$ cat src/rtl/nvm_pkg.sv
package nvm_pkg;
  typedef enum logic [1:0] {
    SEL_PTR  = 2'd0,
    SEL_DATA = 2'd1,
    SEL_CMD  = 2'd2,
    SEL_NONE = 2'd3
  } nvm_sel_e;

  localparam int CB_READ  = 0;
  localparam int CB_WRITE = 1;
  localparam int CB_ARM   = 2;
  localparam int CB_IRQEN = 3;
  localparam int REG_W    = 8;
endpackage

$ cat src/rtl/nvm_array.sv
module nvm_array #(
  parameter int AW = 6,
  parameter int DW = 8
) (
  input  logic          clk,
  input  logic          we,
  input  logic [AW-1:0] waddr,
  input  logic [DW-1:0] wdata,
  input  logic          re,
  input  logic [AW-1:0] raddr,
  output logic [DW-1:0] rdata_q
);
  localparam int DEPTH = 1 << AW;

  logic [DW-1:0] mem [DEPTH];

  always_ff @(posedge clk) begin
    if (we) mem[waddr] <= wdata;
    if (re) rdata_q <= mem[raddr];
  end
endmodule

$ cat src/rtl/nvm_arm_timer.sv
module nvm_arm_timer #(
  parameter int ARM_CYCLES = 4
) (
  input  logic clk,
  input  logic rst,
  input  logic set_i,
  input  logic consume_i,
  output logic armed_o
);
  localparam int CW = $clog2(ARM_CYCLES + 1);

  logic [CW-1:0] left_q;

  always_ff @(posedge clk) begin
    if (rst) begin
      armed_o <= 1'b0;
      left_q  <= '0;
    end else if (consume_i) begin
      armed_o <= 1'b0;
      left_q  <= '0;
    end else if (set_i) begin
      armed_o <= 1'b1;
      left_q  <= CW'(ARM_CYCLES - 1);
    end else if (armed_o) begin
      if (left_q == '0) armed_o <= 1'b0;
      else              left_q  <= left_q - 1'b1;
    end
  end
endmodule

$ cat src/rtl/nvm_write_seq.sv
module nvm_write_seq #(
  parameter int WRITE_CYCLES = 1024,
  parameter int AW = 6,
  parameter int DW = 8
) (
  input  logic          clk,
  input  logic          rst,
  input  logic          start_i,
  input  logic          abort_i,
  input  logic [AW-1:0] addr_i,
  input  logic [DW-1:0] data_i,
  output logic          busy_o,
  output logic          mem_we_o,
  output logic [AW-1:0] mem_addr_o,
  output logic [DW-1:0] mem_data_o
);
  localparam int CW = $clog2(WRITE_CYCLES + 1);

  logic [CW-1:0] left_q;
  logic [AW-1:0] addr_q;
  logic [DW-1:0] data_q;
  logic          finish;

  assign finish     = busy_o && (left_q == '0);
  assign mem_we_o   = busy_o && (abort_i || finish);
  assign mem_addr_o = addr_q;
  assign mem_data_o = abort_i ? {DW{1'b1}} : data_q;

  always_ff @(posedge clk) begin
    if (rst) begin
      busy_o <= 1'b0;
      left_q <= '0;
      addr_q <= '0;
      data_q <= '0;
    end else if (busy_o) begin
      if (abort_i || finish) busy_o <= 1'b0;
      else                   left_q <= left_q - 1'b1;
    end else if (start_i) begin
      busy_o <= 1'b1;
      left_q <= CW'(WRITE_CYCLES - 1);
      addr_q <= addr_i;
      data_q <= data_i;
    end
  end

  // a running write never lasts past its count
  p_busy_ends_r6: assert property (@(posedge clk) disable iff (rst)
    (busy_o && left_q == '0) |=> !busy_o);
endmodule

$ cat src/rtl/nvm_stall.sv
module nvm_stall #(
  parameter int RD_STALL = 4,
  parameter int WR_STALL = 2
) (
  input  logic clk,
  input  logic rst,
  input  logic load_rd_i,
  input  logic load_wr_i,
  output logic stall_o,
  output logic rd_phase_o
);
  localparam int MAXS = (RD_STALL > WR_STALL) ? RD_STALL : WR_STALL;
  localparam int CW   = $clog2(MAXS + 1);

  logic [CW-1:0] left_q;
  logic          rd_kind_q;

  always_ff @(posedge clk) begin
    if (rst) begin
      left_q    <= '0;
      rd_kind_q <= 1'b0;
    end else if (load_rd_i) begin
      left_q    <= CW'(RD_STALL);
      rd_kind_q <= 1'b1;
    end else if (load_wr_i) begin
      left_q    <= CW'(WR_STALL);
      rd_kind_q <= 1'b0;
    end else if (left_q != '0) begin
      left_q <= left_q - 1'b1;
    end
  end

  assign stall_o    = (left_q != '0);
  assign rd_phase_o = rd_kind_q && stall_o;
endmodule

$ cat src/rtl/nvm_regblock.sv
module nvm_regblock #(
  parameter int ADDR_BITS    = 6,
  parameter int WRITE_CYCLES = 1024,
  parameter int ARM_CYCLES   = 4,
  parameter int RD_STALL     = 4,
  parameter int WR_STALL     = 2
) (
  input  logic       clk,
  input  logic       rst,
  input  logic [1:0] io_sel,
  input  logic       io_we,
  input  logic [7:0] io_wdata,
  output logic [7:0] io_rdata,
  input  logic       gie,
  output logic       irq,
  output logic       cpu_stall
);
  import nvm_pkg::*;

  localparam int DW = REG_W;

  nvm_sel_e sel;
  assign sel = nvm_sel_e'(io_sel);

  logic                 wr_ptr, wr_data, wr_cmd;
  logic [ADDR_BITS-1:0] ptr_q;
  logic [DW-1:0]        data_q;
  logic                 irqen_q;
  logic                 rd_load_q;
  logic                 armed, busy, rd_phase;
  logic                 start_wr, start_rd, abort;
  logic                 mem_we;
  logic [ADDR_BITS-1:0] mem_waddr;
  logic [DW-1:0]        mem_wdata, mem_rdata;
  logic [DW-1:0]        cmd_view, ptr_view;

  assign wr_ptr  = io_we && (sel == SEL_PTR);
  assign wr_data = io_we && (sel == SEL_DATA);
  assign wr_cmd  = io_we && (sel == SEL_CMD);

  assign start_wr = wr_cmd && io_wdata[CB_WRITE] && armed && !busy;
  assign start_rd = wr_cmd && io_wdata[CB_READ] && !busy;
  assign abort    = busy && (wr_ptr || wr_data);

  nvm_arm_timer #(.ARM_CYCLES(ARM_CYCLES)) u_arm (
    .clk       (clk),
    .rst       (rst),
    .set_i     (wr_cmd && io_wdata[CB_ARM]),
    .consume_i (start_wr),
    .armed_o   (armed)
  );

  nvm_write_seq #(.WRITE_CYCLES(WRITE_CYCLES), .AW(ADDR_BITS), .DW(DW)) u_wseq (
    .clk        (clk),
    .rst        (rst),
    .start_i    (start_wr),
    .abort_i    (abort),
    .addr_i     (ptr_q),
    .data_i     (data_q),
    .busy_o     (busy),
    .mem_we_o   (mem_we),
    .mem_addr_o (mem_waddr),
    .mem_data_o (mem_wdata)
  );

  nvm_array #(.AW(ADDR_BITS), .DW(DW)) u_mem (
    .clk     (clk),
    .we      (mem_we),
    .waddr   (mem_waddr),
    .wdata   (mem_wdata),
    .re      (start_rd),
    .raddr   (ptr_q),
    .rdata_q (mem_rdata)
  );

  nvm_stall #(.RD_STALL(RD_STALL), .WR_STALL(WR_STALL)) u_stall (
    .clk        (clk),
    .rst        (rst),
    .load_rd_i  (start_rd),
    .load_wr_i  (start_wr),
    .stall_o    (cpu_stall),
    .rd_phase_o (rd_phase)
  );

  always_ff @(posedge clk) begin
    if (rst) begin
      ptr_q     <= '0;
      data_q    <= '0;
      irqen_q   <= 1'b0;
      rd_load_q <= 1'b0;
    end else begin
      rd_load_q <= start_rd;
      if (wr_ptr)  ptr_q   <= io_wdata[ADDR_BITS-1:0];
      if (wr_cmd)  irqen_q <= io_wdata[CB_IRQEN];
      if (wr_data)        data_q <= io_wdata;
      else if (rd_load_q) data_q <= mem_rdata;
    end
  end

  always_comb begin
    cmd_view            = '0;
    cmd_view[CB_IRQEN]  = irqen_q;
    cmd_view[CB_ARM]    = armed;
    cmd_view[CB_WRITE]  = busy;
    cmd_view[CB_READ]   = rd_phase;
    ptr_view            = '0;
    ptr_view[ADDR_BITS-1:0] = ptr_q;
  end

  always_ff @(posedge clk) begin
    if (rst) io_rdata <= '0;
    else begin
      unique case (sel)
        SEL_PTR:  io_rdata <= ptr_view;
        SEL_DATA: io_rdata <= data_q;
        SEL_CMD:  io_rdata <= cmd_view;
        default:  io_rdata <= '0;
      endcase
    end
  end

  assign irq = irqen_q && gie && !busy;

  // a write can only begin from an armed state
  p_start_needs_arm_r4: assert property (@(posedge clk) disable iff (rst)
    $rose(busy) |-> $past(armed));
  // write start is accompanied by a stall
  p_wr_stall_r8: assert property (@(posedge clk) disable iff (rst)
    $rose(busy) |-> cpu_stall);
  // the read bit is only visible inside a stall window
  p_rd_stall_r7: assert property (@(posedge clk) disable iff (rst)
    rd_phase |-> cpu_stall);
  // interrupt never asserts while busy
  p_irq_idle_r9: assert property (@(posedge clk) disable iff (rst)
    irq |-> (!busy && gie));
  // a register write during busy ends the write next cycle
  p_abort_r10: assert property (@(posedge clk) disable iff (rst)
    (busy && (wr_ptr || wr_data)) |=> !busy);
  // upper pointer bits read as zero
  p_ptr_hi_r2: assert property (@(posedge clk) disable iff (rst)
    ($past(io_sel) == 2'd0) |-> (io_rdata[7:6] == 2'b00));
  // upper command bits read as zero
  p_cmd_hi_r3: assert property (@(posedge clk) disable iff (rst)
    ($past(io_sel) == 2'd2) |-> (io_rdata[7:4] == 4'h0));
  // a read during busy starts no stall
  p_rd_busy_r11: assert property (@(posedge clk) disable iff (rst)
    (busy && !cpu_stall && wr_cmd && io_wdata[0]) |=> !cpu_stall);
endmodule

$ cat config.mk
export PLATFORM = sky130hd
export DESIGN_NAME = nvm_regblock
export DESIGN_NICKNAME = d
export VERILOG_FILES = /design/src/rtl/nvm_pkg.sv /design/src/rtl/nvm_array.sv /design/src/rtl/nvm_arm_timer.sv /design/src/rtl/nvm_write_seq.sv /design/src/rtl/nvm_stall.sv /design/src/rtl/nvm_regblock.sv
export SDC_FILE = /design/constraint.sdc
export NUM_CORES = 1
export LEC_CHECK = 0
export ABC_AREA = 0
export BUFFER_PORTS_ARGS = -buffer_cell sky130_fd_sc_hd__buf_4
export CAP_MARGIN = 0
export CORE_UTILIZATION = 35
export CTS_CLUSTER_SIZE = 40
export DETAILED_ROUTE_END_ITERATION = 12
export HOLD_SLACK_MARGIN = 0.02
export PLACE_DENSITY = 0.55
export SLEW_MARGIN = 30
export SYNTH_ARGS = -nofsm -noshare
export SYNTH_HDL_FRONTEND = slang
export SYNTH_HIERARCHICAL = 1
export SYNTH_SLANG_ARGS = --single-unit
$ cat constraint.sdc
create_clock -name clk -period 3.65 [get_ports clk]
set_input_delay 0.73 -clock clk [delete_from_list [all_inputs] [get_ports clk]]
set_output_delay 0.73 -clock clk [all_outputs]
set_load 0.005 [all_outputs]
# --- Word-level counts from Yosys, hierarchy flattened ---
# Memories as Yosys holds them, arrays and structs flattened. A register that Yosys moved wholly into a read port is not among the register bits.
# Cells that the tools add are included.
totals:
  ff_bits: 58
  ram_bits: 512
  input_bits: 14
  out_inout_bits: 10
  elab_cells: 85
  mem_count: 1
op_classes:
  n_addsub: 3
  eq_ne: 4
  muxes: 23
  n_bitwise: 2
  reduce_logical: 36
mem_list:
  columns: ["name", "words", "word_bits", "read_ports", "rd_ports_with_merged_regs", "wr", "line", "text"]
  rows:
  - ["u_mem.mem", 64, 8, 1, 1, 1, "nvm_array.sv:15", "logic [DW-1:0] mem [DEPTH];"]
op_table:
  columns: ["cell", "count"]
  rows:
  - ["two-way mux 11 bit", 3]
  - ["two-way mux 8 bit", 3]
  - ["case mux 8 bit (3 select lines)", 1]
  - ["logical AND 1 bit", 15]
  - ["logical NOT 11 bit", 1]
  - ["subtractor 11 x 1 -> 11 bit (second input constant)", 1]
  - ["two-way mux 1 bit", 10]
  - ["nonzero test 2 bit", 5]
  - ["two-way mux 3 bit", 3]
  - ["AND reduction 2 bit", 4]
  - ["two-way mux 2 bit", 3]
  - ["nonzero test 3 bit", 2]
  - ["OR reduction 3 bit", 2]
  - ["subtractor 3 x 1 -> 3 bit (second input constant)", 2]
  - ["OR reduction 2 bit", 2]
  - ["logical NOT 3 bit", 1]
  - ["== test 2 x 1 -> 1 bit (second input constant)", 1]
  - ["== test 2 bit (second input constant)", 1]
  - ["logical NOT 2 bit", 1]
  - ["logical OR 1 bit", 2]
  - ["inequality test 2 x 1 -> 1 bit (second input constant)", 1]
  - ["inequality test 2 bit (second input constant)", 1]
  - ["inverter 1 bit", 2]
  - ["logical NOT 1 bit", 1]

# --- Longest topological paths before layout ---
# Gate-level depths: netlist of the first run.
depth:
  ltp_word: 8
  ltp_mapped: 9
  mapped_depth_nobuf: 9

# --- By module ---
# The synthesis of the first run kept the hierarchy.
modules_own_cells:
  columns: ["mod", "n_inst", "cells_each", "area_per_inst_um2", "seq_area_each_um2"]
  rows:
  - ["nvm_array", 1, 940, 20246.9, 15615.0]
  - ["nvm_regblock", 1, 108, 1207.4, 480.5]
  - ["nvm_write_seq", 1, 142, 1174.9, 520.5]
  - ["nvm_arm_timer", 1, 21, 221.5, 80.1]
  - ["nvm_stall", 1, 23, 212.7, 80.1]

# --- Worst setup path after synthesis of the first run ---
# No wires, ideal clock.
synth_timing:
  path_type: "register to register"
  from: "reg u_wseq.left_q[3]"
  to: "mem u_mem.mem[62][0], enable pin"
  setup_time_ps: 370
  t_arrival_ps: 2550
  required_ps: 3280
  slack_ps: 729
  stages_incl_launch_ff: 9
  n_path_buf: 1
  period_less_slack_ps: 2921
  path_cell_list: "dfxtp_1 or4_1 buf_2 or3_1 nor2_1 o21a_1 nor2b_1 nand3_1 nor2_1"
synth_via:
  elab_chain_len: 6
synth_rtl:
  columns: ["item", "line", "text"]
  rows:
  - ["start, declared", "nvm_write_seq.sv:19", "logic [CW-1:0] left_q;"]
  - ["start signal, assigned", "nvm_write_seq.sv:37", "else left_q <= left_q - 1'b1;"]
  - ["start signal, assigned", "nvm_write_seq.sv:40", "left_q <= CW'(WRITE_CYCLES - 1);"]
  - ["logical NOT 11 bit", "nvm_write_seq.sv:24", "assign finish = busy_o && (left_q == '0);"]
  - ["logical AND 1 bit", "nvm_write_seq.sv:24", null]
  - ["logical OR 1 bit", "nvm_write_seq.sv:25", "assign mem_we_o = busy_o && (abort_i || finish);"]
  - ["logical AND 1 bit", "nvm_write_seq.sv:25", null]
  - ["via mem_we", "nvm_regblock.sv:32", "logic mem_we;"]
  - ["two-way mux 1 bit", "nvm_array.sv:18", "if (we) mem[waddr] <= wdata;"]
  - ["two-way mux 1 bit (implied by the code)", "nvm_array.sv:18", null]
  - ["end, declared", "nvm_array.sv:15", null]
# The timed path passes the listed nets, and every way through them passes these cells.

# --- Worst setup path after layout of the first run ---
layout_timing:
  from: "reg u_wseq.left_q[3]"
  to: "mem u_mem.mem[40][3], enable pin"
# The elaborated chain is that of the path after synthesis.

==> flow_summary.toml, run 1 <==
[routing]
top_layer = "met4"
viasPerCell = 5.22
routed_wl_mm = 53.2
dr_total_vias = 11900
wire_per_inst_um = 23.4
route.met3.wl_mm = 2.88
wl_met1_mm = 24.1
drc = 0
antenna_left = 0
detailedRoute.firstPassIterationCount = 5
dr_wl_met2_mm = 25.1
drtIter0Drc = 1085

[yosys]
avgSynthCellArea_um2 = 18.7
netlist_area_mm2 = 0.0231
synth_top_cell_by_area = "edfxtp_1"
yosysUniqueCellTypes = 71
netlist.area_leader.share = 0.677
synth-seq-cells = 578
synth.area.top_cells = "edfxtp_1 (68%), mux4_2 (12%), dfxtp_1 (5.0%), mux2i_1 (2.0%), nor2_1 (1.5%)"
async_flop_share = 0
syn-num-nets = 1253
ys_seq_area_frac = 0.727
synth_edf_count = 520
ys_warn_count = 6
syn_inst = 1234
synthFlopType = "edfxtp_1"

[place]
placed_cell_area_mm2 = 0.0249
dp.cells = 2159
gp_congestion = 0.858
port_buffers = 23
hpwl_mm = 33.4

[floorplanning]
die_area_mm2 = 0.0669
start_util = 0.356
num_rows = 93
core_mm2 = 0.0648
die_w_um = 259
die_h_um = 259
ios = 24

[critical_path]
cp_num_buf_inv = 1
arrival_ns = 3.64
slowest_stage = "or4_1"
path_max_fanout = 8
r2r-start = "u_wseq/left_q[3]"
worst_path_dominant_cell_family = "simple AND/OR/NAND/NOR gates"
worstSetupPathType = "reg -> reg"
ff2ff_setup_slack_ns = 0.32
startpoint_type = "flip-flop"
cpMostUsedCell = "nor2_1"
crit_path_start = "u_wseq/left_q[3]"
worstPathCellList = "or4_1 > or3_1 > nor2_1 > o21a_1 > nor2b_1 > nand2_1 > nor2_1 > buf_4"
slowest_delay_ns = 0.66
cp.required_ns = 3.96
end_kind = "flip-flop"

[sta]
finalClockSkew_ns = 0.0217
finalSetupViolations = 0
hold_viol = 0
rsz0062_at_grt = "false"
maxSlewHeadroom = 0.417
slew_violations = 0
worst_pin_slew_ns = 0.875
tns_ns = 0
fin_crit_ns = 3.33
post-route-period-util = 0.911
maxClockFrequency_ghz = 0.301

[clock_network]
cts_tree = "yes"
post_cts_buffers = 0
holdBufCountCts = 0
cts-root-buf = "clkbuf_16"
clock_latency_ns = 0.62
cts_resized = 0
clk_path_buf_depth = 3
htree_levels = 2
cts_sinks = 578
cts-buffers-inserted = 61
clk_pin_slew_ns = 0.06

[min_path]
hold_path.startpoint = "io_wdata[4]"
hold_path.class = "in -> reg"

[run]
maxCapViolCount = 0

[global_route]
grt_max_degree = 65
track_usage = 0.162
grt_pass1_wl_mm = 80.3
grt-ovfl-total = 0
grt_pass1_vias = 12100
antenna_found_initial = 0

[final_layout]
drive_above_1_share = 0.287
antenna_cells = 0
stdcell_count = 2272
area_growth_pct = 16.6
fillers = 5698
finalNetCount = 1386
final_cell_area_mm2 = 0.0269

[power_and_ir_drop]
leakagePower_nw = 8.78
max-vdd-ir-drop_v = 0.000409
power_density_mw_per_mm2 = 504

[run_status]
outcome = "completed"
-- final cells by class --
| type | instances | area, um^2 | share of cell area |
|---|---|---|---|
| multi-input combinational | 573 | 5830 | 0.217 |
| sequential | 578 | 16800 | 0.624 |
| clock inverter | 46 | 405 | 0.0151 |
| tap | 855 | 1070 | 0.0398 |
| timing repair buffer | 138 | 1190 | 0.0441 |
| clock buffer | 67 | 1570 | 0.0584 |
| inverter | 15 | 56.3 | 0.00209 |
-- final timing paths --
kind,to,depth (start not counted)
hold / removal,ptr_q[4],3
hold reg to reg,u_wseq/data_q[4],2
setup reg to reg,u_mem/mem[40][3],8
setup / recovery,u_mem/mem[40][3],8
-- layout by cell type, fill, tap and decap left out, drive strengths merged, types with 14 or more instances in the layout --
cell type,instances
a211oi,16
a21oi,21
buf,138
clkbuf,67
clkinv,37
dfxtp,58
edfxtp,520
inv,15
mux2,14
mux2i,46
mux4,126
nand2,48
nand2b,25
nand3,14
nor2,92
nor2b,18
nor3,22
-- flip-flops by register name, indices dropped and copies added, names as in the netlist --
name               cells
u_mem/mem            512
rd_load_q              1
u_stall/rd_kind_q      1
irqen_q                1
u_wseq/busy_o          1
io_rdata               8
u_mem/rdata_q          8
u_arm/armed_o          1
u_wseq/data_q          8
u_stall/left_q         3
data_q                 8
ptr_q                  6
u_arm/left_q           3
u_wseq/mem_addr_o      6
u_wseq/left_q         11
-- cells in the mapped netlist (all sizes together) (6+ instances only) --
cell type,count
a211oi,16
a21oi,21
a221oi,6
buf,42
clkbuf,26
dfxtp,58
edfxtp,520
inv,15
mux2,14
mux2i,46
mux4,126
nand2,48
nand2b,25
nand3,14
nand3b,6
nor2,92
nor2b,18
nor3,22
o21a,6
o21ai,6
o221ai,8
o22ai,9
o32ai,6
or2,10
-- metal layers --
layer,vias up,global-route usage
met3,62,0.0239
met4,0,0.0488
met5,-,0
met1,6195,0.232
li1,5259,-
met2,339,0.255
-- cells by family after synthesis --
logic type | count (synthesis) | share of synthesized area
xor+xnor | 1 | 0.000380
simple gates | 271 | 0.0615
flops | 578 | 0.727
fa+ha+maj | 5 | 0.00271
compound gates | 110 | 0.0377
mux | 186 | 0.150
buf+inv | 83 | 0.0203
-- through the flow --
stage / utilization / total power (W) / worst slack, ns / hold WS [ns]
floorplan: - / 0.00750 / 0.729 / 0.432
global placement: 0.385 / 0.00759 / 0.395 / 0.439
detailed placement: 0.385 / 0.00760 / 0.349 / 0.442
CTS: 0.415 / 0.0137 / 0.330 / 0.369
global route: 0.415 / 0.0140 / 0.159 / 0.405
finish: 0.415 / 0.0136 / 0.324 / 0.400
-- worst min-delay path, cell delays in order --
cell      delay [ns]
buf_4           0.12
nand2b_1        0.06
mux2i_1         0.07
-- report_power, final --
part,internal [W],switching (W)
registers,0.00712,0.0000349
clock network,0.00357,0.00254
logic,0.000133,0.000162
Note: power is estimated with default switching activity, not from simulation.
==> run 2, diff against run 1 <==
--- a/config.mk
+++ b/config.mk
@@ -10,2 +10,3 @@
 export CAP_MARGIN = 0
+export CORE_MARGIN = 2
 export CORE_UTILIZATION = 35
==> constraint.sdc (replaced) <==
create_clock -name clk -period 3.65 [get_ports clk]
set_input_delay 0 -clock clk [delete_from_list [all_inputs] [get_ports clk]]
set_output_delay 0 -clock clk [all_outputs]
set_load 0.005 [all_outputs]
==> flow_summary.toml, run 2 (synthesis results as in run 1) <==
[run_status]
outcome = "completed"

[routing]
wl_met1_mm = 24.7
wire_per_inst_um = 23.6
dr_wl_met2_mm = 25.5
routed_wl_mm = 53.8
top_layer = "met4"
detailedRoute.firstPassIterationCount = 5
viasPerCell = 5.23
drtIter0Drc = 1237
route.met3.wl_mm = 2.50
antenna_left = 0
dr_total_vias = 11900
drc = 0

[floorplanning]
die_area_mm2 = 0.0680
core_mm2 = 0.0655
start_util = 0.352
die_h_um = 261
num_rows = 94
ios = 24
die_w_um = 261

[sta]
maxClockFrequency_ghz = 0.306
tns_ns = 0
slew_violations = 0
hold_viol = 0
maxSlewHeadroom = 0.399
worst_pin_slew_ns = 0.890
post-route-period-util = 0.897
finalClockSkew_ns = 0.0232
fin_crit_ns = 3.27
finalSetupViolations = 0
rsz0062_at_grt = "false"

[clock_network]
clk_path_buf_depth = 3
htree_levels = 2
cts_tree = "yes"
cts_sinks = 578
cts-root-buf = "clkbuf_16"
clk_pin_slew_ns = 0.06
cts-buffers-inserted = 58
clock_latency_ns = 0.64
post_cts_buffers = 0

[critical_path]
r2r-start = "u_wseq/left_q[3]"
crit_path_start = "u_wseq/left_q[3]"
ff2ff_path_depth = 8
worstSetupPathType = "reg -> reg"
cp.required_ns = 3.98
startpoint_type = "flip-flop"
path_max_fanout = 8
arrival_ns = 3.60
end_kind = "flip-flop"

[final_layout]
most-common-layout-cells = "edfxtp_1 (520), mux4_2 (126), buf_4 (120)"
stdcell_count = 2283
finalNetCount = 1393
largest_reg_flops = 512
final_common_cell = "edfxtp_1"
final_cell_area_mm2 = 0.0268
drive_above_1_share = 0.269
top_regs = "u_mem/mem: 512 flops, u_wseq/left_q: 11 flops"
max_flop_register = "u_mem/mem"
antenna_cells = 0
area_growth_pct = 16.3

[min_path]
hold_path.startpoint = "io_wdata[0]"
hold_path.class = "in -> reg"
hold_depth = 3

[power_and_ir_drop]
leakagePower_nw = 8.72
max-vdd-ir-drop_v = 0.000322
p_total_w = 0.0132
power_density_mw_per_mm2 = 493

[global_route]
grt-ovfl-total = 0
grt_pass1_vias = 12200
grt_pass1_wl_mm = 80.6
track_usage = 0.161
grt_max_degree = 65
antenna_found_initial = 0

[place]
port_buffers = 23
hpwl_mm = 32.6
gp_congestion = 0.791
placed_cell_area_mm2 = 0.0248
dp.cells = 2155

[run]
maxCapViolCount = 0
## run 2: cell types whose count changed in the layout (fill, tap and decap cells not counted), sizes merged
cell | previous run | this run
buf | 138 | 125
inv | 15 | 17
bufinv | 7 | 5
clkinv | 37 | 28
dlygate4sd3 | 0 | 23
clkbuf | 67 | 70
clkinvlp | 2 | 0
## run 2: what timing repair did
item / 4_1_cts / 5_1_grt
endpoints found under the hold margin: 59 / 0
hold buffers: 23 / 0
gates resized for setup: 0 / 0
## run 2: through the flow
step | setup slack (ns) | utilization | hold slack, ns
after floorplan | 0.729 | - | 0.0691
final | 0.377 | 0.409 | 0.255
after CTS | 0.424 | 0.409 | 0.228
after global placement | 0.473 | 0.378 | 0.291
after detailed placement | 0.444 | 0.378 | 0.296
after global routing | 0.281 | 0.409 | 0.240
## run 2: final cells by class
type | instances | area, um^2
inverters | 15 | 56.3
clock buffers | 70 | 1500
well taps | 864 | 1080
repair buffers | 148 | 1230
clock inverters | 35 | 323
multi-input cells | 573 | 5840
flip-flops and latches | 578 | 16800
fillers | 5761 | 38700
## run 2: path summary, 6_finish.rpt
check                            to  slack (ns)
setup / recovery   u_mem/mem[56][2]        0.38
hold / removal            rd_load_q        0.26
setup reg to reg   u_mem/mem[56][2]        0.38
hold reg to reg   u_wseq/left_q[10]        0.46
## run 2: per-layer routing
layer | global-route usage | vias to the layer above
met2 | 0.260 | 303
li1 | - | 5268
met3 | 0.0281 | 75
met1 | 0.226 | 6303
met5 | 0 | -
met4 | 0.0397 | 0
## run 2: critical path, cell delays in order (launching register included)
cell and delay (ns):
dfxtp_1 0.36, or4_1 0.66, or3_1 0.43, nor2_1 0.13
o21a_1 0.23, nor2b_1 0.30, nand2_1 0.40, nor2_1 0.25
buf_4 0.20
## run 2: report_power, final
| group | total (W) | switching [W] | leakage [nW] | internal, W |
|---|---|---|---|---|
| clock | 0.00575 | 0.00248 | 0.896 | 0.00327 |
| combinational | 0.000316 | 0.000170 | 2.23 | 0.000146 |
| sequential | 0.00716 | 0.0000396 | 5.59 | 0.00712 |
| total | 0.0132 | 0.00269 | 8.72 | 0.0105 |
==> run 3, diff against run 2 <==
- PLACE_DENSITY: 0.55 -> not set
==> flow_summary.toml, run 3 (synthesis results as in run 1) <==
[min_path]
hold_path.class = "in -> reg"
hold_path.startpoint = "io_wdata[0]"

[power_and_ir_drop]
power_frac_seq = 0.518
pwr-share-clk = 0.459
power.switching_w = 0.00270
combPwrFrac = 0.023
p_int_w = 0.0111
max-vdd-ir-drop_v = 0.000350
power_density_mw_per_mm2 = 511
p_sw_frac = 0.196
leakagePower_nw = 8.79

[global_route]
antenna_found_initial = 0
grt-ovfl-total = 0
grt_max_degree = 65
grt_pass1_wl_mm = 80.1
grt_pass1_vias = 12200
track_usage = 0.158

[routing]
dr_total_vias = 12100
antenna_left = 0
drc = 0
detailedRoute.firstPassIterationCount = 5
routed_wl_mm = 53.2
wire_per_inst_um = 23.3
viasPerCell = 5.30
drtIter0Drc = 1031

[clock_network]
htree_levels = 2
clk_path_buf_depth = 3
cts_resized = 0
holdBufCountCts = 22
clk_pin_slew_ns = 0.06
cts_sinks = 578
clock_latency_ns = 0.63
cts-root-buf = "clkbuf_16"
cts_tree = "yes"
cts-buffers-inserted = 57
post_cts_buffers = 0

[final_layout]
top_regs = "u_mem/mem: 512 flops, u_wseq/left_q: 11 flops"
seq_area_mm2 = 0.0168
fillers = 5697
most-common-layout-cells = "edfxtp_1 (520), mux4_2 (126), buf_4 (117)"
area_growth_pct = 17.1
multi_input_area_mm2 = 0.00584
finalNetCount = 1388
final_common_cell = "edfxtp_1"
drive_above_1_share = 0.273
stdcell_count = 2281
largest_reg_flops = 512
antenna_cells = 0
max_flop_register = "u_mem/mem"

[run_status]
outcome = "completed"

[floorplanning]
die_area_mm2 = 0.0680
start_util = 0.352
die_h_um = 261
core_mm2 = 0.0655
num_rows = 94
die_w_um = 261
ios = 24

[critical_path]
cp.required_ns = 3.96
slowest_stage = "or4_1"
cp_num_buf_inv = 2
arrival_ns = 3.67
crit_path_start = "u_wseq/left_q[3]"
end_kind = "flip-flop"
worstSetupPathType = "reg -> reg"
worst_path_dominant_cell_family = "simple AND/OR/NAND/NOR gates"
r2r-start = "u_wseq/left_q[3]"
path_max_fanout = 8
worstPathCellList = "or4_1 > or3_1 > nor2_1 > o21a_1 > buf_4 > nand4_1 > nor2_1 > buf_4"
startpoint_type = "flip-flop"
slowest_delay_ns = 0.67

[run]
maxCapViolCount = 0

[place]
port_buffers = 23
dp.cells = 2152
hpwl_mm = 32.9
gp_congestion = 0.805

[sta]
hold_viol = 0
slew_violations = 0
tns_ns = 0
worst_pin_slew_ns = 0.956
rsz0062_at_grt = "false"
maxSlewHeadroom = 0.360
post-route-period-util = 0.919
fin_crit_ns = 3.36
finalSetupViolations = 0
finalClockSkew_ns = 0.0301
maxClockFrequency_ghz = 0.298
-- run 3: cell types whose count changed in the layout (fill, tap and decap cells not counted), moves of 2 or more --
cell / before / now
clkinvlp_4: 0 / 5
clkinv_2: 12 / 6
or2_2: 2 / 4
bufinv_16: 5 / 13
clkinv_1: 15 / 13
clkbuf_1: 12 / 8
buf_4: 120 / 117
or2_4: 7 / 5
-- run 3: final timing paths --
kind	depth (start not counted)	endpoint	slack (ns)
max	8	u_mem/mem[47][0]	0.29
min	4	ptr_q[0]	0.26
max reg2reg	8	u_mem/mem[47][0]	0.29
min reg2reg	2	u_wseq/data_q[4]	0.46
-- run 3: metal layers --
layer / global-route usage / vias up / share of wire
li1: - / 5263 / -
met1: 0.221 / 6358 / 0.44
met2: 0.257 / 379 / 0.48
met3: 0.0283 / 80 / 0.061
met4: 0.0395 / 0 / 0.020
met5: 0 / - / 0
-- run 3: final cells by class --
class / count / area share
flip-flops and latches: 578 / 0.622
multi-input cells: 573 / 0.216
clock buffers: 66 / 0.0549
repair buffers: 144 / 0.0444
well taps: 864 / 0.0400
clock inverters: 41 / 0.0206
inverters: 15 / 0.00209
-- run 3: worst register-to-register path: stages (launching register included) --
cell	delay (ns)
dfxtp_1	0.35
or4_1	0.67
or3_1	0.44
nor2_1	0.13
o21a_1	0.23
buf_4	0.19
nand4_1	0.56
nor2_1	0.28
buf_4	0.22
-- run 3: through the flow --
stage	cell area, um^2	setup slack (ns)	hold slack (ns)	power [W]	util
finish	27000	0.294	0.265	0.0138	0.412
global route	27000	0.184	0.294	0.0142	0.412
CTS	27000	0.313	0.260	0.0139	0.412
detailed placement	24700	0.335	0.305	0.00759	0.378
global placement	24700	0.377	0.296	0.00759	0.378
floorplan	23100	0.729	0.0691	0.00750	-
-- run 3: power groups by stage --
stage               clock, W  combinational [W]  sequential, W
CTS                  0.00645           0.000316        0.00715
floorplan                  0           0.000224        0.00728
global placement           0           0.000295        0.00729
global route         0.00672           0.000339        0.00715
finish               0.00633           0.000314        0.00715
detailed placement         0           0.000299        0.00729
